<file path="config.mk">
export PLATFORM = sky130hd
export DESIGN_NAME = privbank_regfile
export DESIGN_NICKNAME = d
export VERILOG_FILES = /design/src/rtl/privbank_pkg.sv /design/src/rtl/privbank_mode_ctl.sv /design/src/rtl/privbank_storage.sv /design/src/rtl/privbank_read_port.sv /design/src/rtl/privbank_regfile.sv
export SDC_FILE = /design/constraint.sdc
export NUM_CORES = 2
export LEC_CHECK = 0
export BUFFER_PORTS_ARGS = -buffer_cell sky130_fd_sc_hd__buf_2
export CORE_ASPECT_RATIO = 0.6
export CORE_MARGIN = 4
export CORE_UTILIZATION = 35
export CTS_CLUSTER_DIAMETER = 150
export DETAILED_ROUTE_END_ITERATION = 8
export HOLD_SLACK_MARGIN = 0.12
export SLEW_MARGIN = 20
export SYNTH_ARGS = -nofsm -noshare
export SYNTH_HDL_FRONTEND = slang
export SYNTH_SLANG_ARGS = --single-unit
</file>
<file path="constraint.sdc">
create_clock -name clk -period 20.5 [get_ports clk]
set_input_delay 2.05 -clock clk [delete_from_list [all_inputs] [get_ports clk]]
set_output_delay 2.05 -clock clk [all_outputs]
set_load 0.05 [all_outputs]
</file>
<file path="src/rtl/privbank_pkg.sv">
package privbank_pkg;

    // number of set bits in a mask
    function automatic int popcnt(input logic [63:0] v);
        int c = 0;
        for (int j = 0; j < 64; j++) begin
            c += int'(v[j]);
        end
        return c;
    endfunction

    // position of a banked index inside the compact shadow array
    function automatic int slot_of(input logic [63:0] m, input int idx);
        int c = 0;
        for (int j = 0; j < 64; j++) begin
            if ((j < idx) && m[j]) begin
                c++;
            end
        end
        return c;
    endfunction

    typedef enum logic [1:0] {
        REQ_NONE  = 2'b00,
        REQ_EXIT  = 2'b01,
        REQ_ENTER = 2'b10,
        REQ_BOTH  = 2'b11
    } mode_req_e;

endpackage

</file>
<file path="src/rtl/privbank_mode_ctl.sv">
module privbank_mode_ctl #(
    parameter int                NREG = 32,
    parameter logic [NREG-1:0]   MASK = 32'h0200_7F00
) (
    input  logic            clk,
    input  logic            rst_n,
    input  logic            enter_req,
    input  logic            exit_req,
    input  logic            ret_addr_lsb,
    output logic            init_o,
    output logic            priv_o,
    output logic            err_o,
    output logic [NREG-1:0] sel_o
);
    import privbank_pkg::*;

    typedef struct packed {
        logic            init;
        logic            priv;
        logic            err;
        logic [NREG-1:0] sel;
    } mode_st_t;

    mode_st_t  st_d, st_q;
    mode_req_e req;

    assign req = mode_req_e'({enter_req, exit_req});

    always_comb begin
        st_d = st_q;
        if (st_q.init) begin
            st_d.init = 1'b0;
        end else begin
            case (req)
                REQ_ENTER: begin
                    if (st_q.priv) begin
                        st_d.err = 1'b1;
                    end else begin
                        st_d.priv = 1'b1;
                        st_d.sel  = MASK;
                    end
                end
                REQ_EXIT: begin
                    if (!st_q.priv) begin
                        st_d.err = 1'b1;
                    end else if (!ret_addr_lsb) begin
                        st_d.priv = 1'b0;
                        st_d.sel  = '0;
                    end
                end
                REQ_BOTH: st_d.err = 1'b1;
                default:  ;
            endcase
        end
    end

    always_ff @(posedge clk or negedge rst_n) begin
        if (!rst_n) begin
            st_q.init <= 1'b1;
            st_q.priv <= 1'b1;
            st_q.err  <= 1'b0;
            st_q.sel  <= MASK;
        end else begin
            st_q <= st_d;
        end
    end

    assign init_o = st_q.init;
    assign priv_o = st_q.priv;
    assign err_o  = st_q.err;
    assign sel_o  = st_q.sel;

endmodule

</file>
<file path="src/rtl/privbank_storage.sv">
module privbank_storage #(
    parameter int              NREG   = 32,
    parameter int              W      = 32,
    parameter logic [NREG-1:0] MASK   = 32'h0200_7F00,
    parameter int              ID_A   = 0,
    parameter int              ID_B   = 16,
    parameter int              NSH    = 8,
    localparam int             AW     = $clog2(NREG)
) (
    input  logic                     clk,
    input  logic                     rst_n,
    input  logic                     init,
    input  logic [W-1:0]             cpu_id,
    input  logic                     wr_en,
    input  logic [AW-1:0]            wr_idx,
    input  logic [W-1:0]             wr_data,
    input  logic [NREG-1:0]          sel,
    output logic [NREG-1:0][W-1:0]   norm_o,
    output logic [NSH-1:0][W-1:0]    shad_o
);
    import privbank_pkg::*;

    localparam int ZIDX = NREG - 1;
    localparam int SLW  = (NSH > 1) ? $clog2(NSH) : 1;

    typedef struct packed {
        logic [NREG-1:0][W-1:0] norm;
        logic [NSH-1:0][W-1:0]  shad;
    } store_st_t;

    store_st_t      st_d, st_q;
    logic [SLW-1:0] wslot;
    logic           to_shadow;

    always_comb begin
        wslot     = SLW'(slot_of(64'(MASK), int'(wr_idx)));
        to_shadow = MASK[wr_idx] && sel[wr_idx];
        st_d      = st_q;
        if (init) begin
            st_d.norm[ID_A] = cpu_id;
            st_d.norm[ID_B] = cpu_id;
        end else if (wr_en && (wr_idx != AW'(ZIDX))) begin
            if (to_shadow) begin
                st_d.shad[wslot] = wr_data;
            end else begin
                st_d.norm[wr_idx] = wr_data;
            end
        end
    end

    always_ff @(posedge clk or negedge rst_n) begin
        if (!rst_n) begin
            st_q <= '0;
        end else begin
            st_q <= st_d;
        end
    end

    assign norm_o = st_q.norm;
    assign shad_o = st_q.shad;

endmodule

</file>
<file path="src/rtl/privbank_read_port.sv">
module privbank_read_port #(
    parameter int              NREG = 32,
    parameter int              W    = 32,
    parameter logic [NREG-1:0] MASK = 32'h0200_7F00,
    parameter int              NSH  = 8,
    localparam int             AW   = $clog2(NREG)
) (
    input  logic [AW-1:0]          idx,
    input  logic [NREG-1:0][W-1:0] norm,
    input  logic [NSH-1:0][W-1:0]  shad,
    input  logic [NREG-1:0]        sel,
    output logic [W-1:0]           data
);
    import privbank_pkg::*;

    localparam int ZIDX = NREG - 1;
    localparam int SLW  = (NSH > 1) ? $clog2(NSH) : 1;

    logic [SLW-1:0] rslot;

    always_comb begin
        rslot = SLW'(slot_of(64'(MASK), int'(idx)));
        if (idx == AW'(ZIDX)) begin
            data = '0;
        end else if (MASK[idx] && sel[idx]) begin
            data = shad[rslot];
        end else begin
            data = norm[idx];
        end
    end

endmodule

</file>
<file path="src/rtl/privbank_regfile.sv">
module privbank_regfile #(
    parameter int                NREG      = 32,
    parameter int                DATA_W    = 32,
    parameter logic [NREG-1:0]   BANK_MASK = 32'h0200_7F00,
    parameter int                ID_IDX_A  = 0,
    parameter int                ID_IDX_B  = 16,
    localparam int               AW        = $clog2(NREG)
) (
    input  logic              clk,
    input  logic              rst_n,
    input  logic [DATA_W-1:0] cpu_id,
    input  logic [AW-1:0]     rd_a_idx,
    output logic [DATA_W-1:0] rd_a_data,
    input  logic [AW-1:0]     rd_b_idx,
    output logic [DATA_W-1:0] rd_b_data,
    input  logic              wr_en,
    input  logic [AW-1:0]     wr_idx,
    input  logic [DATA_W-1:0] wr_data,
    input  logic              enter_req,
    input  logic              exit_req,
    input  logic              ret_addr_lsb,
    output logic              priv_mode,
    output logic              swap_err
);
    import privbank_pkg::*;

    localparam int NSH   = popcnt(64'(BANK_MASK));
    localparam int NPORT = 2;

    logic                        init_pulse;
    logic [NREG-1:0]             bank_sel;
    logic [NREG-1:0][DATA_W-1:0] norm_bank;
    logic [NSH-1:0][DATA_W-1:0]  shad_bank;
    logic [NPORT-1:0][AW-1:0]    rd_idx_arr;
    logic [NPORT-1:0][DATA_W-1:0] rd_data_arr;

    privbank_mode_ctl #(
        .NREG (NREG),
        .MASK (BANK_MASK)
    ) u_mode (
        .clk          (clk),
        .rst_n        (rst_n),
        .enter_req    (enter_req),
        .exit_req     (exit_req),
        .ret_addr_lsb (ret_addr_lsb),
        .init_o       (init_pulse),
        .priv_o       (priv_mode),
        .err_o        (swap_err),
        .sel_o        (bank_sel)
    );

    privbank_storage #(
        .NREG (NREG),
        .W    (DATA_W),
        .MASK (BANK_MASK),
        .ID_A (ID_IDX_A),
        .ID_B (ID_IDX_B),
        .NSH  (NSH)
    ) u_store (
        .clk     (clk),
        .rst_n   (rst_n),
        .init    (init_pulse),
        .cpu_id  (cpu_id),
        .wr_en   (wr_en),
        .wr_idx  (wr_idx),
        .wr_data (wr_data),
        .sel     (bank_sel),
        .norm_o  (norm_bank),
        .shad_o  (shad_bank)
    );

    assign rd_idx_arr[0] = rd_a_idx;
    assign rd_idx_arr[1] = rd_b_idx;

    for (genvar p = 0; p < NPORT; p++) begin : g_rd
        privbank_read_port #(
            .NREG (NREG),
            .W    (DATA_W),
            .MASK (BANK_MASK),
            .NSH  (NSH)
        ) u_rd (
            .idx  (rd_idx_arr[p]),
            .norm (norm_bank),
            .shad (shad_bank),
            .sel  (bank_sel),
            .data (rd_data_arr[p])
        );
    end

    assign rd_a_data = rd_data_arr[0];
    assign rd_b_data = rd_data_arr[1];

endmodule

</file>
== Yosys cells after proc, flatten, opt, wreduce, memory -nomap -nowiden ==
Memory sizes are Yosys's and may differ from the RTL's.
Cells that the tools add are included.

* Register bits: 1315
* Bits in read-only memories: 96
* Output and inout port bits: 66
* Word-level logic and storage cells: 195
* Memories: 3

* Add/subtract/negate cells: 21
* $lt $le $gt $ge: 32
* Equality and inequality tests: 12
* Muxes and demuxes: 66
* Bitwise gates (word level): 2
* Reductions and logical operators: 15

{| class="wikitable"
|+ Memory list
! memory !! words !! width !! read ports !! clocked after memory_dff !! wr ports !! RTL line !! text
|-
| (no name shown) || 32 || 1 || 1 || 0 || 0 || privbank_storage.sv:37 || <nowiki>to_shadow = MASK[wr_idx] && sel[wr_idx];</nowiki>
|-
| (no name shown) || 32 || 1 || 1 || 0 || 0 || privbank_read_port.sv:25 || <nowiki>end else if (MASK[idx] && sel[idx]) begin</nowiki>
|-
| (no name shown) || 32 || 1 || 1 || 0 || 0 || privbank_read_port.sv:25 ||
|}

{| class="wikitable"
|+ Operators with widths
! cell !! count
|-
| 1024-bit bitwise mux || 1
|-
| 800-bit two-way mux || 1
|-
| 544-bit two-way mux || 1
|-
| 32-bit two-way mux || 15
|-
| 32-bit binary-select mux with 5-bit select || 2
|-
| 256-bit bitwise mux || 1
|-
| 256-bit two-way mux || 1
|-
| 32-bit binary-select mux with 3-bit select || 2
|-
| 32-bit demux with 5-bit select || 1
|-
| 4-bit by 5-bit less-than comparator with 1-bit output (first input constant) || 21
|-
| 32-bit demux with 3-bit select || 1
|-
| 32-bit one-hot mux with 2 select lines || 1
|-
| 3-bit two-way mux || 21
|-
| 3-bit by 2-bit adder with 3-bit output (second input constant) || 18
|-
| 5-bit by 6-bit less-than comparator with 1-bit output (second input constant) || 3
|-
| 1-bit binary-select mux with 5-bit select || 3
|-
| 5-bit less-than comparator (first input constant) || 3
|-
| 1-bit two-way mux || 13
|-
| 3-bit by 4-bit less-than comparator with 1-bit output (second input constant) || 3
|-
| 5-bit == test (second input constant) || 2
|-
| 2-bit inequality test (second input constant) || 4
|-
| 1-bit by 1-bit adder with 2-bit output (second input constant) || 3
|-
| 1-bit logical AND || 6
|-
| 3-bit AND reduction || 2
|-
| 14 further kinds || 19
|}

== Logic depth before layout (Yosys ltp) ==
* Word-level depth: 24
* Gate-level depth with buffers: 33
* Gate-level depth less buffers: 26

== Modules after synthesis ==
From an unflattened synthesis, not the netlist that was laid out.

* Cell total of the unflattened synthesis: 5424
* Area, all modules: 72408.2 um2

{| class="wikitable"
|+ By module, submodules not included
! module !! instances !! cells each !! area an instance (um2)
|-
| privbank_storage || 1 || 3185 || 49125.9
|-
| privbank_read_port || 2 || 1094 || 11405.9
|-
| privbank_mode_ctl || 1 || 51 || 470.5
|}

== Worst setup path before layout ==
Ideal clock, no wire load.

* Path kind: input -> output
* Start: input rd_b_idx[4]
* End: output rd_b_data[10]
* Arrival: 9.058 ns
* Setup slack: 9.392 ns
* Stages on the path: 27
* Path buffers: 7
* Cells stage by stage: clkbuf_1 buf_1 clkbuf_1 clkbuf_1 clkbuf_1 nor2_1 ha_1 xnor2_1 ha_1 mux2_2 ha_1 mux2i_1 or3_1 a21oi_1 o21bai_1 ha_1 a21oi_1 nor2_1 ha_1 nand2_1 a31oi_1 or2_2 buf_2 buf_2 mux4_2 mux2i_1 a221oi_1

* Word-level cells in the longest chain between the ends: 20
* Elaborated cells on any way between the ends: 35

{| class="wikitable"
|+ RTL lines
! item !! RTL line !! text
|-
| start: declaration || privbank_regfile.sv:14 || <nowiki>input logic [AW-1:0] rd_b_idx,</nowiki>
|-
| 4-bit by 5-bit less-than comparator with 1-bit output || privbank_pkg.sv:16 || <nowiki>if ((j < idx) && m[j]) begin</nowiki>
|-
| 1-bit two-way mux || privbank_pkg.sv:16 ||
|-
| 1-bit by 1-bit adder with 2-bit output || privbank_pkg.sv:17 || <nowiki>c++;</nowiki>
|-
| 3-bit two-way mux || privbank_pkg.sv:16 ||
|-
| 3-bit by 2-bit adder with 3-bit output || privbank_pkg.sv:17 ||
|-
| 3-bit two-way mux || privbank_pkg.sv:16 ||
|-
| 3-bit by 2-bit adder with 3-bit output || privbank_pkg.sv:17 ||
|-
| 3-bit two-way mux || privbank_pkg.sv:16 ||
|-
| [... 4 more ...] || -- ||
|-
| 3-bit by 2-bit adder with 3-bit output || privbank_pkg.sv:17 ||
|-
| 3-bit two-way mux || privbank_pkg.sv:16 ||
|-
| 3-bit by 2-bit adder with 3-bit output || privbank_pkg.sv:17 ||
|-
| 3-bit two-way mux || privbank_pkg.sv:16 ||
|-
| 32-bit binary-select mux with 3-bit select || privbank_read_port.sv:26 || <nowiki>data = shad[rslot];</nowiki>
|-
| 32-bit two-way mux (implied by the code) || privbank_read_port.sv:26 ||
|-
| 32-bit two-way mux || privbank_read_port.sv:25 ||
|-
| 32-bit two-way mux (*) || privbank_read_port.sv:23 || <nowiki>if (idx == AW'(ZIDX)) begin</nowiki>
|-
| end: declaration || privbank_regfile.sv:15 || <nowiki>output logic [DATA_W-1:0] rd_b_data,</nowiki>
|}

Every way passes the cells marked *; elsewhere a longest branch is shown, timed or not. The select of a mux whose other input is x is not followed.

== Final worst setup path ==
* Start: input rd_b_idx[3]
* End: output rd_b_data[14]

Same word-level chain as after synthesis.

==> impl_summary.txt <==
----------------------------------------------------
[Run status]
  Outcome ... finished clean

[Placed design]
  Pre-CTS setup slack ... 8.21 ns
  Placer's final routability congestion estimate ... 0.825
  Number of buffer cells added on primary ports ... 150
  Number of placed cells counting well taps ... 7079
  HPWL after detailed placement ... 138 mm

[Synthesis]
  Synthesized netlist net count ... 4837
  Leading cell type by number of instances after synthesis ... sky130_fd_sc_hd__dfrtp_1
  Synth top area share ... 0.456
  Sequential area share after synthesis ... 0.457
  Seq cells post-synth ... 1284
  Post-synthesis cell type with the largest combined area ... sky130_fd_sc_hd__dfrtp_1
  Number of synthesized flops with an enable pin ... 0
  Cell types with the highest counts after synthesis ... sky130_fd_sc_hd__dfrtp_1 (1281), sky130_fd_sc_hd__mux2_2 (1159), sky130_fd_sc_hd__mux4_2 (707), sky130_fd_sc_hd__clkbuf_1 (276), sky130_fd_sc_hd__buf_2 (160)
  Synthesis Warnings ... 0
  Fraction of registers with async set/reset ... 1.00
  Instance count of the mapped netlist ... 4728
  Area contributors post-synth ... sky130_fd_sc_hd__dfrtp_1 (46%), sky130_fd_sc_hd__mux4_2 (23%), sky130_fd_sc_hd__mux2_2 (19%)
  Number of distinct library cell variants in the gate-level netlist after synthesis ... 73
  Predominant post-synthesis flop cell ... sky130_fd_sc_hd__dfrtp_1
  Average instance area after synthesis ... 14.9 um^2
  Cell area after synthesis ... 70300 um^2

[Clock network]
  Number of buffers created by CTS ... 142
  CTS Root Cell ... sky130_fd_sc_hd__clkbuf_16
  Quantity of gates resized following cts ... 0
  Clock latency on the worst-skew pair ... 0.81 ns
  Cts-stage hold buffer count ... 0
  Postcts setup bufs ... 0
  Clock transition time at the flip-flop clock pins of the worst setup and hold paths ... 0.06 ns
  Count of clock tree sinks ... 1284
  Buffers from clock root to sink, at most ... 4
  TritonCTS clock tree ... yes
  Deepest level of the CTS H-tree ... 4

[Cells and area]
  Layout-stage area growth over the synthesis result ... 10.8%
  Layout Nets ... 4688
  Final core utilization ... 0.390
  Number of fill cells ... 18200
  Total area of multi-input combinational cells ... 36000 um^2
  Footprint of the flip-flops and latches ... 32100 um^2
  Ratio of cells with drive above 1 in the final layout ... 0.516
  Post-route non-filler standard cell count ... 7321

[Die]
  Floorplan die width ... 587 um
  Starting density of the core ... 0.352
  Floorplan die area ... 208000 um^2
  Die H ... 355 um
  Cell row count ... 127
  Top-Level Pins ... 151
  Core area ... 200000 um^2

[STA]
  Maximum clock frequency ... 0.0809 GHz
  Slew at the pin closest to its max-slew limit ... 1.29 ns
  Number of failing setup endpoints in the final timing report ... 0
  Post-layout worst setup margin ... 8.14 ns
  Minimum period implied by the final worst setup slack ... 12.36 ns
  Setup Skew ... 0.0805 ns
  Total negative slack ... 0 ns
  RSZ-0062 raised after global routing ... no
  Crit share post-route ... 0.603
  Final hold violations ... 0
  Count of pins over their slew limit ... 0
  Tightest slew margin relative to the limit ... 0.133

[Global route]
  Global-route wire length before repair ... 341 mm
  Total track usage ... 0.223
  Global-route congestion overflow total ... 0
  Number of antenna violations at the first check in global routing ... 25
  Vias in the first global route ... 45300
  Pin count of the biggest net entering global routing ... 152

[Power]
  Lkg Pwr ... 34.2 nW
  Power, Total ... 7.33 mW
  Highest ir drop seen on vdd ... 72.7 uV
  Pwr dens ... 94.1 nW/um^2

[Critical path]
  Data required, critical path ... 18.45 ns
  Highest fanout seen on the critical path ... 42
  Category of the worst setup path launch point ... primary input
  Worst Setup End Kind ... output port
  Type of the worst setup path ... primary input to output port
  Arrival time worst endpoint ... 10.31 ns

[Routing]
  Drt total wl ... 235 mm
  Number of detailed-routing iterations run before antenna repair ... 5
  Vias per cell ... 6.15
  Detailed Route Iter0 Violations ... 4959
  Via Count ... 45000
  Final routed wire length divided by cell count ... 32.1 um
  Antenna-violating nets left ... 0
  DRC errors left ... 0

[Min path]
  Class of the tightest hold or removal check ... flip-flop to flip-flop

[Job]
  Number of max-cap violations ... 0

----------------------------------------------------
[cell families (layout without fill, tap and decap cells)]
group           count (synthesis)  in the layout  synth area share
simple gates                  431            431            0.0302
compound gates                371            371            0.0334
mux                          2027           2027             0.436
buf+inv                       562            505            0.0348
other cells                     1              7         0.0000533
xor+xnor                       27             27           0.00399
flops                        1284           1284             0.457
fa+ha+maj                      25             25           0.00441
[where the power goes]
| part | switching, mW | leakage [nW] | internal (mW) | total, mW |
|---|---|---|---|---|
| sequential | 0.253 | 17.1 | 2.86 | 3.11 |
| combinational | 0.796 | 14.8 | 0.768 | 1.56 |
| clock | 1.07 | 2.33 | 1.58 | 2.65 |
| total | 2.12 | 34.2 | 5.20 | 7.33 |
[state kept, by name, indices dropped and copies added, names as in the netlist]
name,flops
u_store.norm_o,1024
u_store.shad_o,256
u_mode.err_o,1
u_mode.init_o,1
u_mode.priv_o,1
u_mode.sel_o,1
[critical path: stages]
cell,delay [ns]
sky130_fd_sc_hd__buf_4,0.46
sky130_fd_sc_hd__buf_4,0.64
sky130_fd_sc_hd__o21a_1,0.30
sky130_fd_sc_hd__nor2_1,0.09
sky130_fd_sc_hd__ha_1,0.40
sky130_fd_sc_hd__xnor2_1,0.49
sky130_fd_sc_hd__ha_1,0.36
sky130_fd_sc_hd__mux2_2,0.28
sky130_fd_sc_hd__ha_1,0.32
sky130_fd_sc_hd__mux2i_1,0.07
sky130_fd_sc_hd__or3_1,0.33
sky130_fd_sc_hd__a21oi_1,0.25
sky130_fd_sc_hd__o21bai_1,0.20
sky130_fd_sc_hd__ha_1,0.30
sky130_fd_sc_hd__a21oi_1,0.15
sky130_fd_sc_hd__nor2_1,0.06
sky130_fd_sc_hd__ha_1,0.27
sky130_fd_sc_hd__nand2_1,0.05
sky130_fd_sc_hd__a31oi_1,0.23
sky130_fd_sc_hd__or2_2,0.59
sky130_fd_sc_hd__buf_4,0.64
sky130_fd_sc_hd__mux4_2,0.33
sky130_fd_sc_hd__mux2i_1,0.26
sky130_fd_sc_hd__a221oi_1,0.75
sky130_fd_sc_hd__buf_2,0.39
[per-stage QoR]
step | hold WS [ns] | area (um^2)
after floorplan | 0.440 | 70300
after global placement | 0.375 | 73100
after detailed placement | 0.382 | 73100
after CTS | 0.396 | 77800
after global routing | 0.405 | 77800
final | 0.393 | 77900
[path summary, 6_finish.rpt]
path                                              endpoint                             from  depth (start not counted)  slack (ns)
max                                          rd_b_data[14]                      rd_b_idx[3]                         25        8.14
min                        u_store.norm_o[998]$_DFFE_PN0P_  u_store.norm_o[998]$_DFFE_PN0P_                          0        0.39
max reg2reg                u_store.norm_o[206]$_DFFE_PN0P_          u_mode.init_o$_DFF_PN1_                          6       16.54
min reg2reg                u_store.norm_o[998]$_DFFE_PN0P_  u_store.norm_o[998]$_DFFE_PN0P_                          0        0.39
max in group asynchronous   u_store.shad_o[60]$_DFFE_PN0P_                            rst_n                          5       15.11
min in group asynchronous         u_mode.err_o$_DFFE_PN0P_                            rst_n                          1        1.28
[per-layer routing]
| metal | vias to the layer above | GRT usage | share of wire |
|---|---|---|---|
| li1 | 17900 | - | - |
| met1 | 24500 | 0.341 | 0.45 |
| met2 | 2208 | 0.310 | 0.42 |
| met3 | 331 | 0.0664 | 0.11 |
| met4 | 6 | 0.0490 | 0.021 |
| met5 | - | 0 | 0.00017 |
[cell usage in the layout (no fill, tap or decap), types with 5 or more instances in the layout]
master	n
sky130_fd_sc_hd__buf_2	139
sky130_fd_sc_hd__nand3_1	35
sky130_fd_sc_hd__nand2b_1	16
sky130_fd_sc_hd__nor3_1	37
sky130_fd_sc_hd__xor2_1	8
sky130_fd_sc_hd__mux2i_1	115
sky130_fd_sc_hd__clkbuf_1	19
sky130_fd_sc_hd__bufinv_16	12
sky130_fd_sc_hd__o21ai_0	55
sky130_fd_sc_hd__a31oi_1	11
sky130_fd_sc_hd__clkbuf_8	34
sky130_fd_sc_hd__and3_1	6
sky130_fd_sc_hd__diode_2	6
sky130_fd_sc_hd__xnor2_1	14
sky130_fd_sc_hd__a221oi_1	21
sky130_fd_sc_hd__o22ai_1	34
sky130_fd_sc_hd__nand2_2	18
sky130_fd_sc_hd__dfrtp_1	1281
sky130_fd_sc_hd__clkinv_2	18
sky130_fd_sc_hd__mux4_2	707
sky130_fd_sc_hd__nor2_1	122
sky130_fd_sc_hd__clkbuf_16	147
sky130_fd_sc_hd__nor2b_1	61
sky130_fd_sc_hd__nand2_1	83
sky130_fd_sc_hd__mux2_1	45
sky130_fd_sc_hd__a21o_1	7
sky130_fd_sc_hd__a211oi_1	75
sky130_fd_sc_hd__inv_1	15
sky130_fd_sc_hd__buf_12	5
sky130_fd_sc_hd__nor2_4	6
sky130_fd_sc_hd__buf_4	103
sky130_fd_sc_hd__ha_1	24
sky130_fd_sc_hd__buf_8	5
sky130_fd_sc_hd__a21oi_1	125
sky130_fd_sc_hd__mux2_2	1159
[final cells by class]
cell class	instances	share of cell area
Multi-Input combinational cell	2882	0.462
Inverter	15	0.000723
Tap cell	2644	0.0425
Clock buffer	199	0.0540
Antenna cell	6	0.000193
Timing Repair Buffer	254	0.0214
Sequential cell	1284	0.413
Clock inverter	37	0.00656
(Power assumes the default switching activity.)
